<file path="src/rtl/trig_gated_sclk.sv">
module trig_gated_sclk #(
  parameter int GATE_W = 24,
  parameter int PER_W  = 16
) (
  input  logic             clk,
  input  logic             rst,
  input  logic             arm,
  input  logic             trig,
  input  logic             stop_req,
  input  logic [PER_W-1:0] period_cfg,
  input  logic [PER_W-1:0] high_cfg,
  output logic             sclk,
  output logic             running,
  output logic             done
);
  localparam logic [GATE_W-1:0] GATE_ONE  = GATE_W'(1);
  localparam logic [GATE_W-1:0] GATE_WRAP = '1;
  localparam logic [PER_W-1:0]  PER_MIN   = PER_W'(2);

  logic             t1, t2, t3, trig_rise;
  logic             armed, gate, done_q;
  logic [GATE_W-1:0] gcnt;
  logic [PER_W-1:0] per_q, hi_q, pcnt;
  logic [PER_W-1:0] per_eff, hi_eff, lo_q;

  always_ff @(posedge clk) begin
    if (rst) {t1, t2, t3} <= '0;
    else     {t1, t2, t3} <= {trig, t1, t2};
  end
  assign trig_rise = t2 & ~t3;

  always_ff @(posedge clk) begin
    if (rst) begin
      gcnt <= '0; gate <= 1'b0; armed <= 1'b0; done_q <= 1'b0;
    end else if (arm) begin
      gcnt <= GATE_ONE; gate <= 1'b0; armed <= 1'b1; done_q <= 1'b0;
    end else if (stop_req && armed) begin
      gate <= 1'b0; armed <= 1'b0; done_q <= 1'b1;
    end else if (trig_rise && armed) begin
      gcnt <= gcnt - GATE_ONE;
      if (gcnt == GATE_ONE) gate <= 1'b1;
      if (gcnt == '0) begin
        gate <= 1'b0; armed <= 1'b0; done_q <= 1'b1;
      end
    end
  end

  assign per_eff = (period_cfg < PER_MIN) ? PER_MIN : period_cfg;
  assign hi_eff  = (high_cfg == '0) ? PER_W'(1) :
                   (high_cfg >= per_eff) ? per_eff - PER_W'(1) : high_cfg;

  always_ff @(posedge clk) begin
    if (rst) begin
      per_q <= PER_MIN; hi_q <= PER_W'(1);
    end else if (!gate) begin
      per_q <= per_eff; hi_q <= hi_eff;
    end
  end
  assign lo_q = per_q - hi_q;

  always_ff @(posedge clk) begin
    if (rst || !gate)                pcnt <= '0;
    else if (pcnt == per_q - PER_W'(1)) pcnt <= '0;
    else                             pcnt <= pcnt + PER_W'(1);
  end

  assign sclk    = gate & (pcnt >= lo_q);
  assign running = gate;
  assign done    = done_q;

  p_reset_r1: assert property (@(posedge clk) rst |=> !running && !done);
  p_start_r2: assert property (@(posedge clk) disable iff (rst)
    $rose(running) |-> gcnt == '0 && $past(gcnt) == GATE_ONE);
  p_wrap_r3: assert property (@(posedge clk) disable iff (rst)
    $fell(running) && !$past(stop_req) && !$past(arm) |-> gcnt == GATE_WRAP && done);
  p_quiet_r4: assert property (@(posedge clk) disable iff (rst) done |-> !sclk && !running);
  p_first_low_r5: assert property (@(posedge clk) disable iff (rst) $rose(running) |-> !sclk);
  p_stop_r7: assert property (@(posedge clk) disable iff (rst)
    stop_req && !arm && (running || armed) |=> !running && done);
  p_arm_r8: assert property (@(posedge clk) disable iff (rst)
    $past(arm && !rst) |-> gcnt == GATE_ONE && !done && !running);
  p_cfg_hold_r9: assert property (@(posedge clk) disable iff (rst)
    running && $past(running) |-> $stable(per_q) && $stable(hi_q));
  p_clamp_r10: assert property (@(posedge clk) disable iff (rst)
    per_q >= PER_MIN && hi_q != '0 && hi_q < per_q);
endmodule

</file>
<file path="config.mk">
export PLATFORM = sky130hd
export DESIGN_NAME = trig_gated_sclk
export DESIGN_NICKNAME = d
export VERILOG_FILES = /design/src/rtl/trig_gated_sclk.sv
export SDC_FILE = /design/constraint.sdc
export NUM_CORES = 1
export LEC_CHECK = 0
export BUFFER_PORTS_ARGS = -buffer_cell sky130_fd_sc_hd__buf_2
export CAP_MARGIN = 5
export CORE_ASPECT_RATIO = 0.8
export CORE_MARGIN = 10
export CORE_UTILIZATION = 30
export CTS_BUF_LIST = sky130_fd_sc_hd__clkbuf_2 sky130_fd_sc_hd__clkbuf_4 sky130_fd_sc_hd__clkbuf_8
export DETAILED_ROUTE_END_ITERATION = 12
export PLACE_DENSITY = 0.46
export SYNTH_ARGS = -nofsm -noshare
export SYNTH_HDL_FRONTEND = slang
export SYNTH_SLANG_ARGS = --single-unit
</file>
<file path="constraint.sdc">
create_clock -name clk -period 8.7 [get_ports clk]
set_input_delay 0.87 -clock clk [delete_from_list [all_inputs] [get_ports clk]]
set_output_delay 0.87 -clock clk [all_outputs]
set_load 0.02 [all_outputs]
</file>
# == Word-level counts from Yosys, hierarchy flattened ==
# Cells that the tools add are included.
# totals
out_inout_bits,3
regBits,78
in_bits,37
word_cells,61
# op_classes
add_sub_neg,5
muxes,15
order_cmp,3
bitwise,4
reduce_logical,20
n_eq_ne,3
# op_table
cell,n
16-bit 2-to-1 mux,3
16-bit greater-or-equal comparator,2
"16-bit by 1-bit subtractor with 16-bit output, second input constant",2
"24-bit by 1-bit equality test with 1-bit output, second input constant",1
24-bit logical NOT,1
"24-bit by 1-bit subtractor with 24-bit output, second input constant",1
"16-bit by 1-bit adder with 16-bit output, second input constant",1
16-bit equality test,1
16-bit logical NOT,1
"16-bit by 2-bit less-than comparator with 1-bit output, second input constant",1
16-bit subtractor,1
1-bit 2-to-1 mux,12
2-bit AND reduction,5
2-bit nonzero test,4
3-bit nonzero test,2
2-bit OR reduction,2
3-bit OR reduction,1
1-bit AND,2
1-bit logical AND,2
"2-bit != test, second input constant",1
1-bit inverter,2
1-bit logical NOT,1
1-bit logical OR,1

# == Depth between registers and ports, before layout ==
# Gate-level depths: netlist of the first run.
# depth
depth_word,6
depth_mapped,16

# == Least setup slack after synthesis of the first run ==
# No wires, ideal clock.
# synth_timing
path_kind,register -> output
start,reg per_q[0]
end,out sclk
path_buffers,0
stages_incl_launch_ff,16
setup_slack_ns,4.693
arrival_time_ns,3.137
cell_sequence,dfxtp_1 > inv_1 > ha_1 > inv_1 > fa_1 > a21o_1 > a21oi_1 > o211ai_1 > a41oi_1 > o21ai_0 > xnor2_1 > ha_1 > nand3_1 > o21ai_0 > o221ai_1 > o21ba_2
# synth_between
elab_chain_len,3
# synth_rtl
item,line_no,rtl
from (decl),23,"logic [PER_W-1:0] per_q, hi_q, pcnt;"
from (signal assigned),56,per_q <= per_eff; hi_q <= hi_eff;
16-bit subtractor,59,assign lo_q = per_q - hi_q;
16-bit greater-or-equal comparator,67,assign sclk = gate & (pcnt >= lo_q);
1-bit AND,67,
to (decl),12,"output logic sclk,"
# No other way between the ends.

# == Worst setup path after layout of the first run ==
# Ends and elaborated chain as after synthesis.

==> results_tabular.tex, run 1 <==
\begin{tabular}{lr}
\hline
Metric & Value \\
\hline
\multicolumn{2}{l}{\textbf{Synthesis}} \\
\quad Area share of the leading cell type in the synthesized netlist & 27.8\% \\
\quad Predominant post-synthesis flop cell & dfxtp\_1 \\
\quad Post-Syn Nets & 782 \\
\quad Post-synthesis register bit count & 78 \\
\quad Count of flip-flops with a built-in enable after synthesis & 0 \\
\quad Number of unique standard cell types used by synthesis & 59 \\
\quad Top cells by area in the synthesized netlist & dfxtp\_1, ha\_1, xnor2\_1 \\
\quad Most frequent cells after synthesis & dfxtp\_1, nor2\_1, ha\_1, nand2\_1, inv\_1 \\
\quad Part of the Yosys area used for sequential elements & 27.8\% \\
\quad Mean instance size in the synthesized netlist & 8.13 µm² \\
\quad Post-Synthesis Cell Area & 5630 µm² \\
\quad Area leader, netlist & dfxtp\_1 \\
\quad Number of instances in the synthesized netlist & 692 \\
\quad Most frequent cell after synthesis & dfxtp\_1 \\
\quad Count of yosys warnings during synthesis & 0 \\
\quad Share of async-settable or async-resettable flops after synthesis & 0\% \\
\multicolumn{2}{l}{\textbf{Global routing}} \\
\quad Largest net degree at the start of global routing & 29 \\
\quad Residual overflow from global routing & 0 \\
\quad Global-route wire length before repair & 25.9 mm \\
\quad All-layer global routing usage & 12.9\% \\
\quad Vias in the first global route & around 4.8k \\
\quad Initial antenna violation count & 0 \\
\multicolumn{2}{l}{\textbf{Critical path}} \\
\quad Critical Path Start Type & register \\
\quad Crit end category & primary output \\
\quad Maximum fanout along the worst path & 7 \\
\quad Arrival time at the worst endpoint & 4.02 ns \\
\quad Worst Setup Path Type & reg2out \\
\quad Worst Path Required & 7.83 ns \\
\multicolumn{2}{l}{\textbf{Place}} \\
\quad Total cell area at the placement stage & between 6000 and 7000 µm² \\
\quad Post-detailed-placement half-perimeter wirelength & 12.5 mm \\
\quad Final estimated routing congestion in global placement & 0.894 \\
\quad Port Buffers & 39 \\
\multicolumn{2}{l}{\textbf{Drt}} \\
\quad Avg WL per Cell & between 15 and 20 µm \\
\quad First-pass iteration count of the detailed router & 5 \\
\quad DRC viols & 0 \\
\quad Detail Route Antenna Nets & 0 \\
\quad Wire length reported by the detailed router & 15.8 mm \\
\quad Starting DRT DRC Count & 411 \\
\quad Per-cell via count in the routed design & 5.16 \\
\quad Via count of the routed design & 5030 \\
\multicolumn{2}{l}{\textbf{Cells and area}} \\
\quad Count of filler cells inserted in the layout & 1962 \\
\quad Post-Layout Inst Area & around 6200 µm² \\
\quad Number of diodes added for antenna fixing & 0 \\
\quad Layout area overhead & 10.3\% \\
\quad Fraction of layout instances using a drive strength above 1 & 10.2\% \\
\quad Number of nets at the end of the flow & slightly above 800 \\
\multicolumn{2}{l}{\textbf{STA}} \\
\quad Setup TNS & 0 ns \\
\quad Final worst clock skew & 0.0150 ns \\
\quad Final hold viol count & 0 \\
\quad Max-slew headroom & 19.8\% \\
\quad Clock period minus worst slack & 4.89 ns \\
\quad Final setup vio count & 0 \\
\quad Worst Tran Pin Value & roughly 1.2 ns \\
\quad Unrepaired setup endpoints after global routing & false \\
\quad Ratio of final minimum period to clock period & 56.2\% \\
\quad Fmax & 0.204 GHz \\
\quad Number of pins exceeding their max-slew limit in the final report & 0 \\
\multicolumn{2}{l}{\textbf{Power and ir drop}} \\
\quad Lkg Pwr & about 2.5 nW \\
\quad Switching share of power & a little over a third \\
\quad Switching Power & 0.000305 W \\
\quad Power after layout & approximately 0.00088 W \\
\quad Internal power contribution & 0.000575 W \\
\quad Sequential group share of total power & 43.6\% \\
\quad Ratio of total power to cell area & around 140 nW/µm² \\
\quad Clock network fraction of total power & 30.7\% \\
\quad Peak VDD IR & 0.0633 mV \\
\quad Part of the total power dissipated in combinational logic & 25.7\% \\
\multicolumn{2}{l}{\textbf{Clock tree}} \\
\quad Maximum number of buffers from clock root to sink & 2 \\
\quad Number of setup buffers added after CTS & 0 \\
\quad TritonCTS Sinks & 78 \\
\quad Number of cells upsized or downsized after cts & 0 \\
\quad Total clock buffers created by CTS & 9 \\
\quad CTS Hold Buffers Added & 0 \\
\quad CTS Root Cell & clkbuf\_8 \\
\quad Deepest level of the CTS H-tree & 3 \\
\quad Clock Latency Late Sink & 0.38 ns \\
\quad Clock transition at path regs & 0.10 ns \\
\quad Clock tree from TritonCTS & yes \\
\multicolumn{2}{l}{\textbf{Outcome}} \\
\quad Run status & finished, final reports clean \\
\multicolumn{2}{l}{\textbf{Floorplan}} \\
\quad \# rows & 44 \\
\quad Floorplan die height & 142 µm \\
\quad Horiz. Die Dim & 173 µm \\
\quad Die Area & 24700 µm² \\
\quad Starting Density & 30.8\% \\
\quad Core area & 18300 µm² \\
\quad Number of ports placed on the die boundary & 40 \\
\multicolumn{2}{l}{\textbf{Run}} \\
\quad \# Max-Cap Violations & 0 \\
\multicolumn{2}{l}{\textbf{Min path}} \\
\quad Worst min-delay path class & reg2reg \\
\hline
\end{tabular}
cell type report:
class | count | area (µm²) | area share [%]
multi-input combinational | 539 | 3750 | 60.4
sequential | 78 | 1560 | 25.2
tap | 253 | 317 | 5.10
timing repair buffer | 41 | 210 | 3.39
inverter | 48 | 180 | 2.90
clock buffer | 9 | 124 | 2.00
clock inverter | 7 | 65.1 | 1.05
critical path, stage by stage, from the launching register on:
cell and delay (ns):
dfxtp_1 0.38, inv_1 0.10, ha_1 0.17, inv_1 0.06, fa_1 0.40, a21o_1 0.18
a21oi_1 0.32, o211ai_1 0.17, a41oi_1 0.31, o21ai_0 0.16, xnor2_1 0.15, ha_1 0.30
nand3_1 0.10, o21ai_0 0.24, o221ai_1 0.16, o21ba_2 0.27, buf_2 0.16
sequential cells by signal (all words and copies together) (netlist names):
| signal | flops |
|---|---|
| t3 | 1 |
| pcnt | 16 |
| gcnt | 24 |
| done | 1 |
| per_q | 16 |
| t1 | 1 |
| hi_q | 16 |
| armed | 1 |
| t2 | 1 |
| running | 1 |
worst paths after layout:
check | to | slack (ns) | cells after the start | from
worst max-delay path | sclk | 3.81 | 16 | per_q[0]
worst min-delay path | t2 | 0.45 | 1 | t1
worst max register to register | pcnt[15] | 5.30 | 8 | per_q[1]
worst min register to register | t2 | 0.45 | 1 | t1
power by group through the flow:
stage	combinational (W)	clock [W]	sequential (W)
after detailed placement	0.000224	0	0.000392
after floorplan	0.000168	0	0.000387
after global placement	0.000221	0	0.000392
after global routing	0.000257	0.000297	0.000386
after CTS	0.000226	0.000283	0.000384
final	0.000226	0.000271	0.000384
cell families (layout without fill, tap and decap cells):
| logic type | after synthesis | after routing | share of synthesized area, % |
|---|---|---|---|
| AND/OR/NAND/NOR | 268 | 268 | 24.4 |
| XOR/XNOR | 72 | 72 | 11.2 |
| buffers and inverters | 75 | 105 | 5.60 |
| flip-flops | 78 | 78 | 27.8 |
| multiplexers | 16 | 16 | 2.85 |
| adder cells (fa/ha/maj) | 53 | 53 | 11.9 |
| AO/OA/AOI/OAI | 130 | 130 | 16.2 |
routing by layer:
layer	up-vias	track usage [%]	share of wire [%]
met5	-	0	0
met4	0	3.67	1.1
met3	11	2.89	5.6
met2	118	18.5	40
met1	2363	18.7	53
li1	2538	-	-
cells in the final DEF, fill, tap and decap left out, drive strengths merged, types with 11 or more instances in the layout:
| cell | instances |
|---|---|
| nand4 | 15 |
| nor3 | 40 |
| nor2 | 76 |
| mux2i | 16 |
| nand2 | 49 |
| dfxtp | 78 |
| xnor2 | 46 |
| nand3 | 15 |
| nor4 | 17 |
| a21oi | 27 |
| o211ai | 14 |
| inv | 52 |
| a21o | 18 |
| ha | 52 |
| o221ai | 11 |
| buf | 41 |
| or3 | 12 |
| o21ai | 19 |
| xor2 | 26 |
stage by stage:
step                      util (%)  cells  setup WS, ns  hold slack, ns
after detailed placement      32.9    959          4.22           0.425
after global routing          34.0    975          3.45           0.480
after global placement        32.9    959          4.31           0.426
after CTS                     34.0    975          3.78           0.450
after floorplan                  -    692          4.69           0.414
final                         34.0    975          3.81           0.445
(Power assumes the default switching activity.)
==> run 2, diff against run 1 <==
- ABC_AREA: default -> 1
- PLACE_DENSITY: 0.46 -> 0.48
- clock period: 8.7 -> 4 ns (I/O delays scaled with it)
==> results_tabular.tex, run 2 <==
\begin{tabular}{lr}
\hline
Metric & Value \\
\hline
\multicolumn{2}{l}{\textbf{Critical path}} \\
\quad Maximum fanout along the worst path & 3 (-4) \\
\quad Worst Setup Path Type & reg2out \\
\quad Setup slack, reg-to-reg & 1.68 ns (-3.62 ns) \\
\quad Crit end category & primary output \\
\quad Worst Path Required & 3.60 ns (-4.23 ns) \\
\quad Critical Path Start Type & register \\
\quad Startpoint of the most critical register-to-register path & running \\
\quad R2r endpoint & per\_q[1] \\
\quad Depth of the most critical reg-to-reg path & 6 (-2) \\
\quad Arrival time at the worst endpoint & 3.29 ns (-0.73 ns) \\
\multicolumn{2}{l}{\textbf{Clock tree}} \\
\quad Total clock buffers created by CTS & 9 (unchanged) \\
\quad Clock tree from TritonCTS & yes \\
\quad Clock Latency Late Sink & 0.37 ns (about the same) \\
\quad Deepest level of the CTS H-tree & 3 (unchanged) \\
\quad Clock transition at path regs & 0.09 ns (about the same) \\
\quad Maximum number of buffers from clock root to sink & 2 (unchanged) \\
\quad TritonCTS Sinks & 78 (unchanged) \\
\quad CTS Root Cell & clkbuf\_8 \\
\multicolumn{2}{l}{\textbf{Drt}} \\
\quad Via count of the routed design & 5419 (+7.7\%) \\
\quad Per-cell via count in the routed design & 4.60 (-11\%) \\
\quad First-pass iteration count of the detailed router & 4 (-1) \\
\quad DRC viols & 0 (unchanged) \\
\quad Avg WL per Cell & 13.4 µm (-17\%) \\
\quad Detail Route Antenna Nets & 0 (unchanged) \\
\quad Starting DRT DRC Count & 297 (-28\%) \\
\quad Wire length reported by the detailed router & 15.8 mm (-0.28\%) \\
\multicolumn{2}{l}{\textbf{Global routing}} \\
\quad Residual overflow from global routing & 0 (unchanged) \\
\quad Vias in the first global route & 5000 (+3.2\%) \\
\quad Global-route wire length before repair & 25.6 mm (-1.1\%) \\
\quad Initial antenna violation count & 0 (unchanged) \\
\quad Largest net degree at the start of global routing & 35 (+21\%) \\
\quad All-layer global routing usage & 12.3\% (-0.60 points) \\
\multicolumn{2}{l}{\textbf{Outcome}} \\
\quad Run status & finished, final reports clean \\
\multicolumn{2}{l}{\textbf{Min path}} \\
\quad Worst Hold Path EP & t1 \\
\quad Worst min-delay path class & in2reg \\
\quad Worst hold path cell count & 3 (+2) \\
\quad Launch instance of the worst min-delay path & trig \\
\multicolumn{2}{l}{\textbf{Cells and area}} \\
\quad Layout area overhead & 12.3\% \\
\quad Finished Layout Cells & 1177 (+21\%) \\
\quad Biggest register & gcnt \\
\quad Largest register FFs & 24 (unchanged) \\
\quad Commonest cells after routing, fill and taps aside & nand2\_1, inv\_1, nor2\_1, dfxtp\_1, ha\_1 \\
\quad Count of filler cells inserted in the layout & 2154 (+9.8\%) \\
\quad Number of diodes added for antenna fixing & 0 (unchanged) \\
\quad Combined flip-flop and latch cell area & 1560 µm² (unchanged) \\
\quad Commonest non-fill, non-tap cell in the layout & nand2\_1 \\
\quad Number of nets at the end of the flow & 1004 (+24\%) \\
\quad Fraction of layout instances using a drive strength above 1 & 10.2\% (-0.021 points) \\
\quad Area taken by multi-input logic gates & 3770 µm² (+0.43\%) \\
\quad Final core utilization & 34.4\% (+0.46 points) \\
\multicolumn{2}{l}{\textbf{Place}} \\
\quad Pre-CTS setup slack & 0.410 ns (-3.81 ns) \\
\quad Post-detailed-placement half-perimeter wirelength & 12.9 mm (+3.6\%) \\
\quad Total placed cells including tap cells & 1160 (+21\%) \\
\quad Port Buffers & 39 (unchanged) \\
\quad Final estimated routing congestion in global placement & 0.807 (-9.8\%) \\
\multicolumn{2}{l}{\textbf{Synthesis}} \\
\quad Adder-cell area share of the yosys netlist & 11.5\% (-0.46 points) \\
\quad Simple-gate portion of the synthesized area & 33.1\% (+8.7 points) \\
\quad Share of async-settable or async-resettable flops after synthesis & 0\% (unchanged) \\
\quad Post-synthesis register bit count & 78 (unchanged) \\
\quad Most frequent cell after synthesis & nand2\_1 \\
\quad Part of the Yosys area used for sequential elements & 26.7\% (-1.1 points) \\
\quad Top cells by area in the synthesized netlist & dfxtp\_1, nand2\_1, ha\_1 \\
\quad Area share of the leading cell type in the synthesized netlist & 26.7\% (-1.1 points) \\
\quad Area leader, netlist & dfxtp\_1 \\
\quad Post-Syn Nets & 961 (+23\%) \\
\quad Number of instances in the synthesized netlist & 871 (+26\%) \\
\quad Count of yosys warnings during synthesis & 0 (unchanged) \\
\quad Mean instance size in the synthesized netlist & 6.72 µm² (-17\%) \\
\quad Count of flip-flops with a built-in enable after synthesis & 0 (unchanged) \\
\quad Post-Synthesis Cell Area & 5850 µm² (+4.0\%) \\
\quad Predominant post-synthesis flop cell & dfxtp\_1 \\
\quad XOR/XNOR share of the synthesized area & 8.08\% (-3.1 points) \\
\quad Number of unique standard cell types used by synthesis & 45 (-24\%) \\
\quad Multiplexer share of the synthesized area & 0\% (-2.8 points) \\
\quad Main combinational cell family by area after synthesis & simple AND/OR/NAND/NOR gates \\
\quad Synthesized-area fraction occupied by ao, oa, aoi and oai cells & 11.5\% (-4.8 points) \\
\quad Most frequent cells after synthesis & nand2\_1, inv\_1, nor2\_1, dfxtp\_1, ha\_1 \\
\multicolumn{2}{l}{\textbf{STA}} \\
\quad Max-slew headroom & 30.8\% (+11 points) \\
\quad Ratio of final minimum period to clock period & 92.3\% \\
\quad PnR worst setup slack & 0.309 ns (-3.50 ns) \\
\quad Clock period minus worst slack & roughly 3.7 ns \\
\quad Unrepaired setup endpoints after global routing & false \\
\quad Final setup vio count & 0 (unchanged) \\
\quad Final worst clock skew & 0.0137 ns (-0.00129 ns) \\
\quad Final hold viol count & 0 (unchanged) \\
\quad Number of pins exceeding their max-slew limit in the final report & 0 (unchanged) \\
\quad Worst Tran Pin Value & 1.03 ns (-0.171 ns) \\
\quad Fmax & 0.271 GHz \\
\quad Setup TNS & 0 ns (unchanged) \\
\multicolumn{2}{l}{\textbf{Floorplan}} \\
\quad \# rows & 45 (+2.3\%) \\
\quad Number of ports placed on the die boundary & 40 (unchanged) \\
\quad Die Area & 25500 µm² (+3.5\%) \\
\quad Floorplan die height & 145 µm (+1.7\%) \\
\quad Starting Density & 30.7\% (-0.13 points) \\
\quad Horiz. Die Dim & 176 µm (+1.7\%) \\
\quad Core area & 19100 µm² (+4.4\%) \\
\multicolumn{2}{l}{\textbf{Power and ir drop}} \\
\quad Sequential group share of total power & 42.4\% (-1.2 points) \\
\quad Clock network fraction of total power & 32.2\% (+1.5 points) \\
\quad Part of the total power dissipated in combinational logic & 25.3\% (-0.4 points) \\
\quad Lkg Pwr & 3.04 nW (+23\%) \\
\quad Switching Power & 0.000664 W (+120\%) \\
\quad Ratio of total power to cell area & 297 nW/µm² (+110\%) \\
\quad Internal power contribution & 0.00129 W (+120\%) \\
\quad Peak VDD IR & 0.138 mV (+120\%) \\
\quad Switching share of power & 34.0\% (-0.69 points) \\
\multicolumn{2}{l}{\textbf{Run}} \\
\quad \# Max-Cap Violations & 0 (unchanged) \\
\hline
\end{tabular}
## run 2: layout make-up
type | instances | share of cell area (%)
Inverter | 126 | 7.20
Clock buffer | 9 | 1.89
Tap cell | 258 | 4.91
Sequential cell | 78 | 23.8
Multi-Input combinational cell | 654 | 57.3
Clock inverter | 7 | 1.22
Timing Repair Buffer | 45 | 3.69
## run 2: worst max-delay path by stage
| stage | cells past startpoint | endpoint | from |
|---|---|---|---|
| 3_3_place_gp | 21 | sclk | per_q[0] |
| 2_1_floorplan | 20 | sclk | per_q[0] |
| 5_1_grt | 15 | sclk | per_q[4] |
| 3_5_place_dp | 21 | sclk | per_q[0] |
| 6_report | 20 | sclk | per_q[0] |
| 4_1_cts | 21 | sclk | per_q[0] |
## run 2: through the flow
stage / area [µm²] / total power, W / hold slack (ns)
2_1_floorplan: 5850 / 0.00120 / 0.388
3_3_place_gp: 6340 / 0.00133 / 0.402
3_5_place_dp: 6340 / 0.00133 / 0.393
4_1_cts: 6550 / 0.00197 / 0.200
5_1_grt: 6570 / 0.00209 / 0.239
6_report: 6570 / 0.00195 / 0.222
## run 2: cells by family after synthesis
| logic type | after synthesis |
|---|---|
| flip-flops | 78 |
| AND/OR/NAND/NOR | 428 |
| adder cells (fa/ha/maj) | 53 |
| XOR/XNOR | 54 |
| AO/OA/AOI/OAI | 119 |
| buffers and inverters | 139 |
## run 2: what timing repair did
action | CTS | global route
hold buffers | 0 | 0
gates cloned | 0 | 0
pin swaps | 0 | 2
buffers inserted | 0 | 1
gates resized for setup | 1 | 6
setup endpoints to repair | 1 | 1
## run 2: critical path, cell delays in order (launching register included)
cell	delay, ns
dfxtp_1	0.32
inv_1	0.07
ha_1	0.17
inv_1	0.07
fa_2	0.34
nand3_1	0.08
nand2_1	0.10
nand2_1	0.09
nand2_1	0.10
a21boi_2	0.20
buf_4	0.15
o21bai_1	0.07
xor2_1	0.15
ha_1	0.27
nand3_1	0.10
nor3_2	0.19
nand2_1	0.07
nand3_1	0.11
nand2_1	0.07
inv_1	0.06
buf_4	0.13
## run 2: power by group through the flow
| stage | clock, W | combinational (W) | sequential (W) |
|---|---|---|---|
| after global placement | 0 | 0.000488 | 0.000846 |
| after CTS | 0.000655 | 0.000489 | 0.000829 |
| after global routing | 0.000688 | 0.000572 | 0.000833 |
| after detailed placement | 0 | 0.000487 | 0.000847 |
| final | 0.000629 | 0.000495 | 0.000829 |
| after floorplan | 0 | 0.000360 | 0.000840 |
## run 2: routing by layer
layer | GRT usage, % | wire (µm) | vias up
li1 | - | - | 2939
met1 | 19.0 | 9070 | 2393
met2 | 16.3 | 5890 | 78
met3 | 2.80 | 662 | 9
met4 | 3.17 | 165 | 0
met5 | 0 | 0 | -
==> run 3, diff against run 2 <==
- CTS_BUF_LIST: sky130_fd_sc_hd__clkbuf_2 sky130_fd_sc_hd__clkbuf_4 sky130_fd_sc_hd__clkbuf_8 -> default
==> results_tabular.tex, run 3 (same netlist as run 2, synthesis figures left out) <==
\begin{tabular}{lr}
\hline
Metric & Value \\
\hline
\multicolumn{2}{l}{\textbf{STA}} \\
\quad Final hold viol count & 0 (unchanged) \\
\quad Ratio of final minimum period to clock period & 91.8\% (-0.46 points) \\
\quad Max-slew headroom & 29.5\% (-1.3 points) \\
\quad Final setup vio count & 0 (unchanged) \\
\quad Fmax & 0.272 GHz (+0.51\%) \\
\quad Final worst clock skew & 0.00913 ns (-0.00456 ns) \\
\quad Worst hold slack across all endpoints & 0.250 ns (+0.0281 ns) \\
\quad Unrepaired setup endpoints after global routing & false \\
\quad Worst Tran Pin Value & 1.05 ns (+0.0188 ns) \\
\quad Number of pins exceeding their max-slew limit in the final report & 0 (unchanged) \\
\quad Setup TNS & 0 ns (unchanged) \\
\quad Clock period minus worst slack & 3.67 ns (-0.0186 ns) \\
\multicolumn{2}{l}{\textbf{Critical path}} \\
\quad Crit end category & primary output \\
\quad Arrival time at the worst endpoint & 3.27 ns (-0.02 ns) \\
\quad Critical Path Start Type & register \\
\quad Worst Setup Path Type & reg2out \\
\quad Maximum fanout along the worst path & 3 (unchanged) \\
\quad Worst Path Required & 3.60 ns (about the same) \\
\multicolumn{2}{l}{\textbf{Drt}} \\
\quad First-pass iteration count of the detailed router & 6 (+2) \\
\quad Via count of the routed design & 5441 (+0.41\%) \\
\quad DRC viols & 0 (unchanged) \\
\quad Wire length reported by the detailed router & 15.8 mm (+0.17\%) \\
\quad Avg WL per Cell & 13.4 µm (+0.17\%) \\
\quad Detail Route Antenna Nets & 0 (unchanged) \\
\quad Starting DRT DRC Count & 278 (-6.4\%) \\
\quad Per-cell via count in the routed design & 4.62 (+0.41\%) \\
\multicolumn{2}{l}{\textbf{Floorplan}} \\
\quad Floorplan die height & 145 µm (unchanged) \\
\quad Core area & 19100 µm² (unchanged) \\
\quad Starting Density & 30.7\% (unchanged) \\
\quad \# rows & 45 (unchanged) \\
\quad Horiz. Die Dim & 176 µm (unchanged) \\
\quad Die Area & 25500 µm² (unchanged) \\
\quad Number of ports placed on the die boundary & 40 (unchanged) \\
\multicolumn{2}{l}{\textbf{Clock tree}} \\
\quad Clock Latency Late Sink & 0.34 ns (-0.03 ns) \\
\quad CTS Hold Buffers Added & 0 (unchanged) \\
\quad Clock tree from TritonCTS & yes \\
\quad TritonCTS Sinks & 78 (unchanged) \\
\quad Total clock buffers created by CTS & 9 (unchanged) \\
\quad CTS Root Cell & clkbuf\_16 \\
\quad Maximum number of buffers from clock root to sink & 2 (unchanged) \\
\quad Deepest level of the CTS H-tree & 3 (unchanged) \\
\quad Clock transition at path regs & 0.06 ns (-0.03 ns) \\
\multicolumn{2}{l}{\textbf{Cells and area}} \\
\quad Commonest cells after routing, fill and taps aside & nand2\_1, inv\_1, nor2\_1, dfxtp\_1, ha\_1 \\
\quad Layout area overhead & 13.9\% \\
\quad Largest register FFs & 24 (unchanged) \\
\quad Number of diodes added for antenna fixing & 0 (unchanged) \\
\quad Commonest non-fill, non-tap cell in the layout & nand2\_1 \\
\quad Fraction of layout instances using a drive strength above 1 & 10.1\% (-0.11 points) \\
\quad Number of nets at the end of the flow & 1004 (unchanged) \\
\quad Biggest register & gcnt \\
\multicolumn{2}{l}{\textbf{Min path}} \\
\quad Worst min-delay path class & in2reg \\
\multicolumn{2}{l}{\textbf{Power and ir drop}} \\
\quad Ratio of total power to cell area & 326 nW/µm² (+9.8\%) \\
\quad Peak VDD IR & 0.148 mV (+7.1\%) \\
\quad Lkg Pwr & 3.09 nW (+1.6\%) \\
\quad Power after layout & 0.00218 W (+11\%) \\
\multicolumn{2}{l}{\textbf{Place}} \\
\quad Post-detailed-placement half-perimeter wirelength & 12.9 mm (unchanged) \\
\quad Final estimated routing congestion in global placement & 0.807 (unchanged) \\
\quad Port Buffers & 39 (unchanged) \\
\multicolumn{2}{l}{\textbf{Global routing}} \\
\quad Largest net degree at the start of global routing & 35 (unchanged) \\
\quad All-layer global routing usage & 12.4\% (+0.043 points) \\
\quad Residual overflow from global routing & 0 (unchanged) \\
\quad Global-route wire length before repair & 25.6 mm (+0.19\%) \\
\quad Initial antenna violation count & 0 (unchanged) \\
\quad Vias in the first global route & 4993 (-0.14\%) \\
\multicolumn{2}{l}{\textbf{Outcome}} \\
\quad Run status & finished, final reports clean \\
\multicolumn{2}{l}{\textbf{Run}} \\
\quad \# Max-Cap Violations & 0 (unchanged) \\
\hline
\end{tabular}
## run 3: repair_timing
item                                    in CTS  in global routing
setup buffers                                0                  1
endpoints found under the setup margin       0                  1
gates resized for setup                      0                  4
## run 3: area by class of cell
| class | instances | area [µm²] |
|---|---|---|
| fillers | 2140 | 12400 |
| multi-input cells | 654 | 3760 |
| flip-flops and latches | 78 | 1560 |
| inverters | 126 | 473 |
| well taps | 258 | 323 |
| repair buffers | 45 | 240 |
| clock buffers | 9 | 225 |
| clock inverters | 7 | 80.1 |
## run 3: worst max-delay path, cell delays in order (launching register included)
cell and delay (ns):
dfxtp_1 0.31, inv_1 0.07, ha_1 0.17, inv_1 0.07, fa_1 0.39, nand3_1 0.09
nand2_1 0.10, nand2_1 0.09, nand2_1 0.09, a21boi_2 0.19, o21ai_0 0.11, xor2_1 0.16
ha_1 0.28, nand2_1 0.06, inv_1 0.05, nand3_1 0.09, nor3_2 0.15, nand2_1 0.07
nand3_1 0.11, nand2_1 0.07, inv_1 0.06, buf_2 0.15
## run 3: final timing paths
kind / start / to / slack [ns] / cells past startpoint
worst max-delay path: per_q[0] / sclk / 0.33 / 21
worst min register to register: t1 / t2 / 0.40 / 2
worst max register to register: running / per_q[1] / 1.67 / 6
worst min-delay path: trig / t1 / 0.25 / 3
## run 3: stage by stage
step / setup slack (ns) / cells / utilization, % / instance area, µm²
floorplan: 0.746 / 871 / - / 5850
finish: 0.327 / 1177 / 34.9 / 6670
global route: 0.00514 / 1177 / 34.9 / 6670
CTS: 0.0258 / 1176 / 34.8 / 6650
detailed placement: 0.410 / 1160 / 33.2 / 6340
global placement: 0.455 / 1160 / 33.2 / 6340
## run 3: report_power, final
part	total [W]	switching, W	leakage [nW]	internal, W
Sequential	0.000830	0.0000240	0.639	0.000806
Clock	0.000852	0.000360	0.148	0.000492
Combinational	0.000494	0.000307	2.30	0.000187
## run 3: layer usage
metal  vias to the layer above  routed length [µm]  track usage, %
met3                        12                 734            2.80
met2                        87                5920            16.4
met4                         0                 183            3.43
li1                       2935                   -               -
met5                         -                   0               0
met1                      2407                8980            19.0
